File: src/rtl/ivt_pkg.sv
package ivt_pkg;
    localparam int unsigned BUS_W   = 32;
    localparam int unsigned EN_BIT  = 26;
    localparam int unsigned PRI_LSB = 20;
    localparam int unsigned PRI_W   = 4;
    localparam int unsigned NUM_LSB = 12;
    localparam int unsigned NUM_W   = 8;

    localparam logic [7:0] OFS_CTRL   = 8'h00;
    localparam logic [7:0] OFS_RELOAD = 8'h10;
    localparam logic [7:0] OFS_COUNT  = 8'h14;
    localparam logic [7:0] OFS_PERIOD = 8'h18;

    typedef enum logic [2:0] {
        SEL_NONE,
        SEL_CTRL,
        SEL_RELOAD,
        SEL_COUNT,
        SEL_PERIOD
    } reg_sel_e;

    typedef struct packed {
        logic             run;
        logic [PRI_W-1:0] pri;
        logic [NUM_W-1:0] num;
    } ctrl_t;
endpackage

File: src/rtl/ivt_regs.sv
module ivt_regs
    import ivt_pkg::*;
#(
    parameter int unsigned CNT_W         = 32,
    parameter int unsigned ADDR_W        = 8,
    parameter int unsigned BUS_PERIOD_NS = 20
) (
    input  logic              clk,
    input  logic              rst_n,
    input  logic              wr_en,
    input  logic              rd_en,
    input  logic [ADDR_W-1:0] addr,
    input  logic [BUS_W-1:0]  wdata,
    input  logic [CNT_W-1:0]  cnt,
    output ctrl_t             ctrl,
    output logic              run_next,
    output logic [CNT_W-1:0]  reload,
    output logic [BUS_W-1:0]  rdata
);
    typedef struct packed {
        ctrl_t            ctrl;
        logic [CNT_W-1:0] reload;
    } regs_t;

    regs_t    s_d, s_q;
    reg_sel_e sel;
    logic [BUS_W-1:0] ctrl_word;

    always_comb begin
        if (addr == ADDR_W'(OFS_CTRL))        sel = SEL_CTRL;
        else if (addr == ADDR_W'(OFS_RELOAD)) sel = SEL_RELOAD;
        else if (addr == ADDR_W'(OFS_COUNT))  sel = SEL_COUNT;
        else if (addr == ADDR_W'(OFS_PERIOD)) sel = SEL_PERIOD;
        else                                  sel = SEL_NONE;
    end

    always_comb begin
        s_d = s_q;
        if (wr_en) begin
            case (sel)
                SEL_CTRL: begin
                    s_d.ctrl.run = wdata[EN_BIT];
                    s_d.ctrl.pri = wdata[PRI_LSB +: PRI_W];
                    s_d.ctrl.num = wdata[NUM_LSB +: NUM_W];
                end
                SEL_RELOAD: s_d.reload = wdata[CNT_W-1:0];
                default: ;
            endcase
        end
    end

    always_ff @(posedge clk or negedge rst_n) begin
        if (!rst_n) s_q <= '0;
        else        s_q <= s_d;
    end

    always_comb begin
        ctrl_word                    = '0;
        ctrl_word[EN_BIT]            = s_q.ctrl.run;
        ctrl_word[PRI_LSB +: PRI_W]  = s_q.ctrl.pri;
        ctrl_word[NUM_LSB +: NUM_W]  = s_q.ctrl.num;
    end

    always_comb begin
        rdata = '0;
        if (rd_en) begin
            case (sel)
                SEL_CTRL:   rdata = ctrl_word;
                SEL_RELOAD: rdata = BUS_W'(s_q.reload);
                SEL_COUNT:  rdata = BUS_W'(cnt);
                SEL_PERIOD: rdata = BUS_W'(BUS_PERIOD_NS);
                default:    rdata = '0;
            endcase
        end
    end

    assign ctrl     = s_q.ctrl;
    assign run_next = s_d.ctrl.run;
    assign reload   = s_q.reload;
endmodule

File: src/rtl/ivt_counter.sv
module ivt_counter #(
    parameter int unsigned CNT_W = 32
) (
    input  logic             clk,
    input  logic             rst_n,
    input  logic             run_q,
    input  logic             run_next,
    input  logic [CNT_W-1:0] reload,
    output logic [CNT_W-1:0] cnt,
    output logic             fire
);
    localparam logic [CNT_W-1:0] ONE = CNT_W'(1);

    typedef struct packed {
        logic [CNT_W-1:0] cnt;
        logic             fire;
    } cnt_t;

    cnt_t s_d, s_q;
    logic [CNT_W-1:0] reload_eff;

    assign reload_eff = (reload == '0) ? ONE : reload;

    always_comb begin
        s_d      = s_q;
        s_d.fire = 1'b0;
        if (run_next) begin
            if (!run_q) begin
                s_d.cnt = reload_eff;
            end else if (s_q.cnt <= ONE) begin
                s_d.fire = 1'b1;
                s_d.cnt  = reload_eff;
            end else begin
                s_d.cnt = s_q.cnt - ONE;
            end
        end
    end

    always_ff @(posedge clk or negedge rst_n) begin
        if (!rst_n) s_q <= '0;
        else        s_q <= s_d;
    end

    assign cnt  = s_q.cnt;
    assign fire = s_q.fire;
endmodule

File: src/rtl/ivt_vecmap.sv
module ivt_vecmap
    import ivt_pkg::*;
#(
    parameter int unsigned MAP_MODE = 1
) (
    input  logic [NUM_W-1:0] num,
    input  logic [PRI_W-1:0] pri,
    output logic [NUM_W-1:0] vec
);
    generate
        if (MAP_MODE == 0) begin : g_direct
            assign vec = num;
        end else begin : g_window
            localparam logic [NUM_W-1:0] KEEP = NUM_W'(8'h3F);
            localparam logic [NUM_W-1:0] BASE = NUM_W'(8'h40);
            assign vec = (num & KEEP) | BASE | NUM_W'({pri, 2'b00});
        end
    endgenerate
endmodule

File: src/rtl/ivtimer.sv
module ivtimer
    import ivt_pkg::*;
#(
    parameter int unsigned CNT_W         = 32,
    parameter int unsigned ADDR_W        = 8,
    parameter int unsigned BUS_PERIOD_NS = 20,
    parameter int unsigned MAP_MODE      = 1
) (
    input  logic              clk,
    input  logic              rst_n,
    input  logic              wr_en,
    input  logic              rd_en,
    input  logic [ADDR_W-1:0] addr,
    input  logic [31:0]       wdata,
    output logic [31:0]       rdata,
    output logic              irq_req,
    output logic [7:0]        irq_vec,
    output logic [3:0]        irq_pri
);
    ctrl_t            ctrl_w;
    logic             run_next_w;
    logic [CNT_W-1:0] reload_w;
    logic [CNT_W-1:0] cnt_w;
    logic             fire_w;

    ivt_regs #(
        .CNT_W(CNT_W), .ADDR_W(ADDR_W), .BUS_PERIOD_NS(BUS_PERIOD_NS)
    ) u_regs (
        .clk(clk), .rst_n(rst_n), .wr_en(wr_en), .rd_en(rd_en),
        .addr(addr), .wdata(wdata), .cnt(cnt_w),
        .ctrl(ctrl_w), .run_next(run_next_w), .reload(reload_w), .rdata(rdata)
    );

    ivt_counter #(.CNT_W(CNT_W)) u_cnt (
        .clk(clk), .rst_n(rst_n), .run_q(ctrl_w.run), .run_next(run_next_w),
        .reload(reload_w), .cnt(cnt_w), .fire(fire_w)
    );

    ivt_vecmap #(.MAP_MODE(MAP_MODE)) u_map (
        .num(ctrl_w.num), .pri(ctrl_w.pri), .vec(irq_vec)
    );

    assign irq_req = fire_w;
    assign irq_pri = ctrl_w.pri;
endmodule

File: config.mk
export PLATFORM = sky130hd
export DESIGN_NAME = ivtimer
export DESIGN_NICKNAME = d
export VERILOG_FILES = /design/src/rtl/ivt_pkg.sv /design/src/rtl/ivt_regs.sv /design/src/rtl/ivt_counter.sv /design/src/rtl/ivt_vecmap.sv /design/src/rtl/ivtimer.sv
export SDC_FILE = /design/constraint.sdc
export NUM_CORES = 1
export LEC_CHECK = 0
export BUFFER_PORTS_ARGS = -buffer_cell sky130_fd_sc_hd__buf_2
export CAP_MARGIN = 20
export CORE_MARGIN = 8
export CORE_UTILIZATION = 30
export DETAILED_ROUTE_END_ITERATION = 8
export PLACE_DENSITY = 0.57
export SYNTH_ARGS = -nofsm -noshare
export SYNTH_HDL_FRONTEND = slang
export SYNTH_SLANG_ARGS = --single-unit
File: constraint.sdc
create_clock -name clk -period 3 [get_ports clk]
set_input_delay 0.6 -clock clk [delete_from_list [all_inputs] [get_ports clk]]
set_output_delay 0.6 -clock clk [all_outputs]
set_load 0.05 [all_outputs]
After elaboration in Yosys (flattened, before gate mapping)
Cells that the tools add are included.
{ "totals": {"inputBits": 44, "latch_bits": 0, "mem_count": 0, "out_inout_bits": 45, "ram_bits": 0, "regBits": 78, "mem_bits_ro": 0} }
{ "classes": {"mul": 0, "shifts": 0, "order_cmp": 1, "n_bitwise": 1, "add_sub_neg": 1, "reduce_logical": 4, "eq_ne": 7, "mux": 15, "n_div": 0} }
{ "op_table": {"columns": ["op", "count"], "rows": [
  ["$mux W32", 5],
  ["$pmux W32 S4", 1],
  ["$mux W45", 1],
  ["$le A32 B1 Y1 const B", 1],
  ["$logic_not A32 Y1", 1],
  ["$sub A32 B1 Y32 const B", 1],
  ["$eq A8 B5 Y1 const B", 3],
  ["$mux W13", 1],
  ["$mux W3", 4],
  ["$logic_not A8 Y1", 1],
  ["$or A7 B6 Y7", 1],
  ["$eq A3 B2 Y1 const B", 2],
  ["$reduce_and A2 Y1", 2],
  ["$eq A3 B1 Y1 const B", 1],
  ["$eq A3 B3 Y1 const B", 1],
  ["$mux W1", 3]
]} }

Logic depth before layout (Yosys ltp)
{ "logic_depth": {"ltp_word": 9, "depth_mapped": 10, "ltp_nobuf": 8} }

Hierarchy
From an unflattened synthesis, not the netlist that was laid out.
{ "unflattened": {"hier_cells": 499, "hier_area_um2": 4865.9} }
{ "modules_own_cells": {"columns": ["mod", "instances", "area_per_inst_um2", "cells_each"], "rows": [
  ["ivt_regs", 1, 2479.9, 215],
  ["ivt_counter", 1, 2323.5, 274],
  ["ivt_vecmap", 1, 62.6, 10]
]} }

Worst setup path before layout
Ideal clock, no wire load.
{ "synth_timing": {"path_kind": "input port to output port", "from": "input port addr[1]", "to": "output port rdata[22]", "path_stages": 7, "slack_ps": -344, "arrival_ps": 2744, "path_buffers": 1, "path_cell_list": "or4_1 nor2_1 nand2_1 nor3_1 clkbuf_1 a222oi_1 nor2_1"} }
{ "synth_between": {"elab_chain_cells": 8, "word_cells_on_any_way": 14, "cone_classes": "eq/ne (7); mux (6); reduce/logical (1)"} }
{ "synth_lines": {"columns": ["element", "line", "rtl"], "rows": [
  ["from (decl)", "ivtimer.sv:13", "input logic [ADDR_W-1:0] addr,"],
  ["$eq A8 B5 Y1", "ivt_regs.sv:33", "else if (addr == ADDR_W'(OFS_PERIOD)) sel = SEL_PERIOD;"],
  ["$mux W3", "ivt_regs.sv:33", null],
  ["$mux W3", "ivt_regs.sv:32", "else if (addr == ADDR_W'(OFS_COUNT)) sel = SEL_COUNT;"],
  ["$mux W3", "ivt_regs.sv:31", "else if (addr == ADDR_W'(OFS_RELOAD)) sel = SEL_RELOAD;"],
  ["$mux W3 *", "ivt_regs.sv:30", "if (addr == ADDR_W'(OFS_CTRL)) sel = SEL_CTRL;"],
  ["$eq A3 B3 Y1, or another cell as far along", "ivt_regs.sv:67", "case (sel)"],
  ["$pmux W32 S4 *", "ivt_regs.sv:67", null],
  ["$mux W32 *", "ivt_regs.sv:66", "if (rd_en) begin"],
  ["to (decl)", "ivtimer.sv:15", "output logic [31:0] rdata,"]
]} }
Mark *: on every way between the ends. The rest lies on a longest branch, timed or not.

Final worst setup path
{ "layout_timing": {"from": "input port addr[1]", "to": "output port rdata[17]"} }
Same word-level chain as after synthesis.

==> impl_results.md <==
* Status: complete, no violations
* Required time of the critical path at 2.40 ns
* Startpoint Class: input port
* CTS Root Cell: clkbuf_16
* Final number of hold-violating endpoints at 0
* Nets at 593
* H-tree depth at 3
* Core area at 14,500 um2
* Yosys cell types at 58
* Placer Congestion at 0.840
* Final hold slack at 0.242 ns
* CP Capture Type: output port
* CTS sink cnt at 78
* Fin Clk Skew at 0.00522 ns
* Asr flop ratio synth at 1.00
* P per Cell Area at 560 nW/um2
* Final core utilization at 0.417
* Cell mode on critical path: nor2_4
* FF-to-FF setup slack at 0.28 ns
* Max clock buf depth at 2
* Critical path origin: addr[1]
* Crit path capture: rdata[17]
* Max Cap Violations at 0
* Hold crit path type: input port to asynchronous set/reset pin
* IO Pins at 89
* Fin crit share at 0.981
* Largest net degree at the start of global routing at 79
* Mapped Area at 4460 um2
* Final Worst Setup Slack at 0.0556 ns
* TritonCTS clock tree: yes
* Reg-to-reg critical path endpoint: u_cnt.cnt[3]
* CTS clk-pin slew, worst paths at 0.06 ns
* Yosys warnings at 0
* Setup Crit Path Kind: input port to output port
* Met1 GRT Util at 0.199
* Drt pass-1 iters at 5
* Inserted Diodes at 0
* Crit path cell chain: buf_2, or4_4, nor2_4, buf_4, and3_4, clkbuf_16, a222oi_1, nor2_4, buf_6
* Crit-path max cell delay at 0.54 ns
* Critical Path AT at 2.34 ns
* Vias in the first global route at 4,249
* VDD IR-drop max at 0.291 mV
* First-pass GRT wire length at 22,700 um
* Ranking of synthesized cells by area: dfrtp_1, mux2_2, nor2_1
* Minimum clock period at 2.94 ns
* Slew margin rel. at 0.620
* Busiest grt layer: met2
* FF-to-FF Start: u_cnt.cnt[14]
* Die ar. at 19,000 um2
* Via density per instance at 5.56
* Layout area overhead at 35.8%
* P_leak at 2.57 nW
* Total Routing Usage GR at 0.152
* Number of synthesized flops with an enable pin at 0
* Grt met3 use at 0.0330
* Max Fclk at 340 MHz
* Post-synth top area cell: dfrtp_1
* Clk Latency, worst-skew pair at 0.35 ns
* Final wirelength at 14,200 um
* Most common cell after layout, fill and taps aside: dfrtp_1
* Top cell type's share of synthesized area at 0.437
* M2 GR Usage at 0.242
* Max Transition Viols Final at 0
* Final HPWL DP at 9870 um
* Crit-path max FO at 15
* GR Overflow Total at 0
* PnR Total Power at 3.39 mW
* Vias after detailed routing at 4,092
* Fill count at 1,444
* Post-route ant nets at 0
* Syn Area/Cell at 9.70 um2
* Synth Net Count at 506
* Starting Density at 0.307
* First DRT Iteration DRCs at 314
* Avg WL per Cell at 19.3 um
* Synth Register Bits at 78
* Final setup viols at 0
* Total CTS buffers at 9
* Cell row count at 44
* Hold-fix buffers, CTS at 0
* Pre-CTS setup slack at -0.129 ns
* Crit-path slowest cell: or4_4
* Buffers on Ports at 86
* Die Height at 138 um
* Commonest non-fill, non-tap cells in the layout: dfrtp_1, buf_2, mux2_2
* DR DRC count at 0
* Worst-margin pin slew at 0.571 ns
* Seq/Total Area, Yosys at 0.437
* Worst reg-to-reg path cell count at 6
* Initial antenna violation count at 0
* Die Wd at 138 um
* Main synth FF type: dfrtp_1
* Share of post-route cells with drive strength above 1 at 0.417
* Mapped Cells at 460
logic make-up (layout without fill, tap and decap cells):
group / count (synthesis) / in the layout / share of synthesized area
DFF: 78 / 78 / 0.437
adders and majority gates: 3 / 3 / 0.00785
and+or+nand+nor: 162 / 162 / 0.193
AOI/OAI and AO/OA: 121 / 121 / 0.192
muxes: 45 / 45 / 0.116
other: 2 / 2 / 0.00168
buffers and inverters: 49 / 141 / 0.0521
critical path, delay by kind of cell:
family	cells	cell delay, ns
compound gates	1	0.15
buf+inv	4	0.58
simple gates	4	1.00
cell type report:
cell class,count,area (um2),area share
clock buffers,9,225,0.0372
well taps,184,230,0.0380
inverters,8,30.0,0.00496
multi-input cells,333,2540,0.419
flip-flops and latches,78,1950,0.322
repair buffers,117,986,0.163
clock inverters,7,98.8,0.0163
registers in the layout (all words and copies together), names as in the netlist:
name and flops:
u_cnt.fire 1, u_regs.reload 32, u_regs.ctrl 13, u_cnt.cnt 32
worst min path at each step:
stage | from | endpoint | slack [ns] | depth (start not counted)
5_1_grt | rst_n | u_regs.ctrl[4] | 0.27 | 1
3_5_place_dp | u_regs.ctrl[6] | u_regs.ctrl[6] | 0.50 | 1
6_report | rst_n | u_regs.ctrl[4] | 0.24 | 1
4_1_cts | rst_n | u_regs.ctrl[4] | 0.47 | 1
3_3_place_gp | u_regs.ctrl[6] | u_regs.ctrl[6] | 0.49 | 1
2_1_floorplan | rst_n | u_cnt.cnt[0] | 0.30 | 0
power breakdown:
| part | switching (mW) | internal, mW | total, mW |
|---|---|---|---|
| clock network | 0.459 | 0.731 | 1.19 |
| logic | 0.431 | 0.317 | 0.748 |
| registers | 0.237 | 1.22 | 1.45 |
metal layers:
metal  part of all wire  vias to the layer above  wire length (um)
li1                   -                     1904                 -
met4              0.015                        0               216
met2               0.48                      120              6840
met3              0.051                       16               727
met5                  0                        -                 0
met1               0.45                     2052              6400
synthesized netlist by cell type, types with 3 or more instances:
cell type and number:
dfrtp_1 78, nor2_1 61, mux2_2 44, a21oi_1 27
clkbuf_1 21, a22oi_1 19, nor3_1 18, o21ai_0 16
a222oi_1 13, nand2_1 12, nand3_1 12, nor4_1 12
a221o_1 11, buf_4 11, o21ai_1 8, inv_1 7
or4_1 7, buf_2 6, or3_1 6, or2_2 5
nand4_1 4, nor2b_1 4, nor4_2 4, a211o_1 3
buf_1 3, nor3b_1 3, o22ai_1 3, o31ai_1 3
metrics by stage:
| stage | instance area (um2) | TNS (ns) | std cells |
|---|---|---|---|
| 5_1_grt | 6060 | -0.0210 | 736 |
| 3_5_place_dp | 5420 | -2.98 | 714 |
| 2_1_floorplan | 4690 | -0.410 | 460 |
| 4_1_cts | 5980 | 0 | 734 |
| 3_3_place_gp | 5420 | -1.86 | 714 |
| 6_report | 6060 | 0 | 736 |
repair_timing:
action                                  CTS  global route
buffers inserted                          3             0
cloned                                    1             1
pin swaps                                 2             2
gates resized for setup                  59            11
endpoints found under the setup margin   30            30
Power figures use the tool's default switching activity.
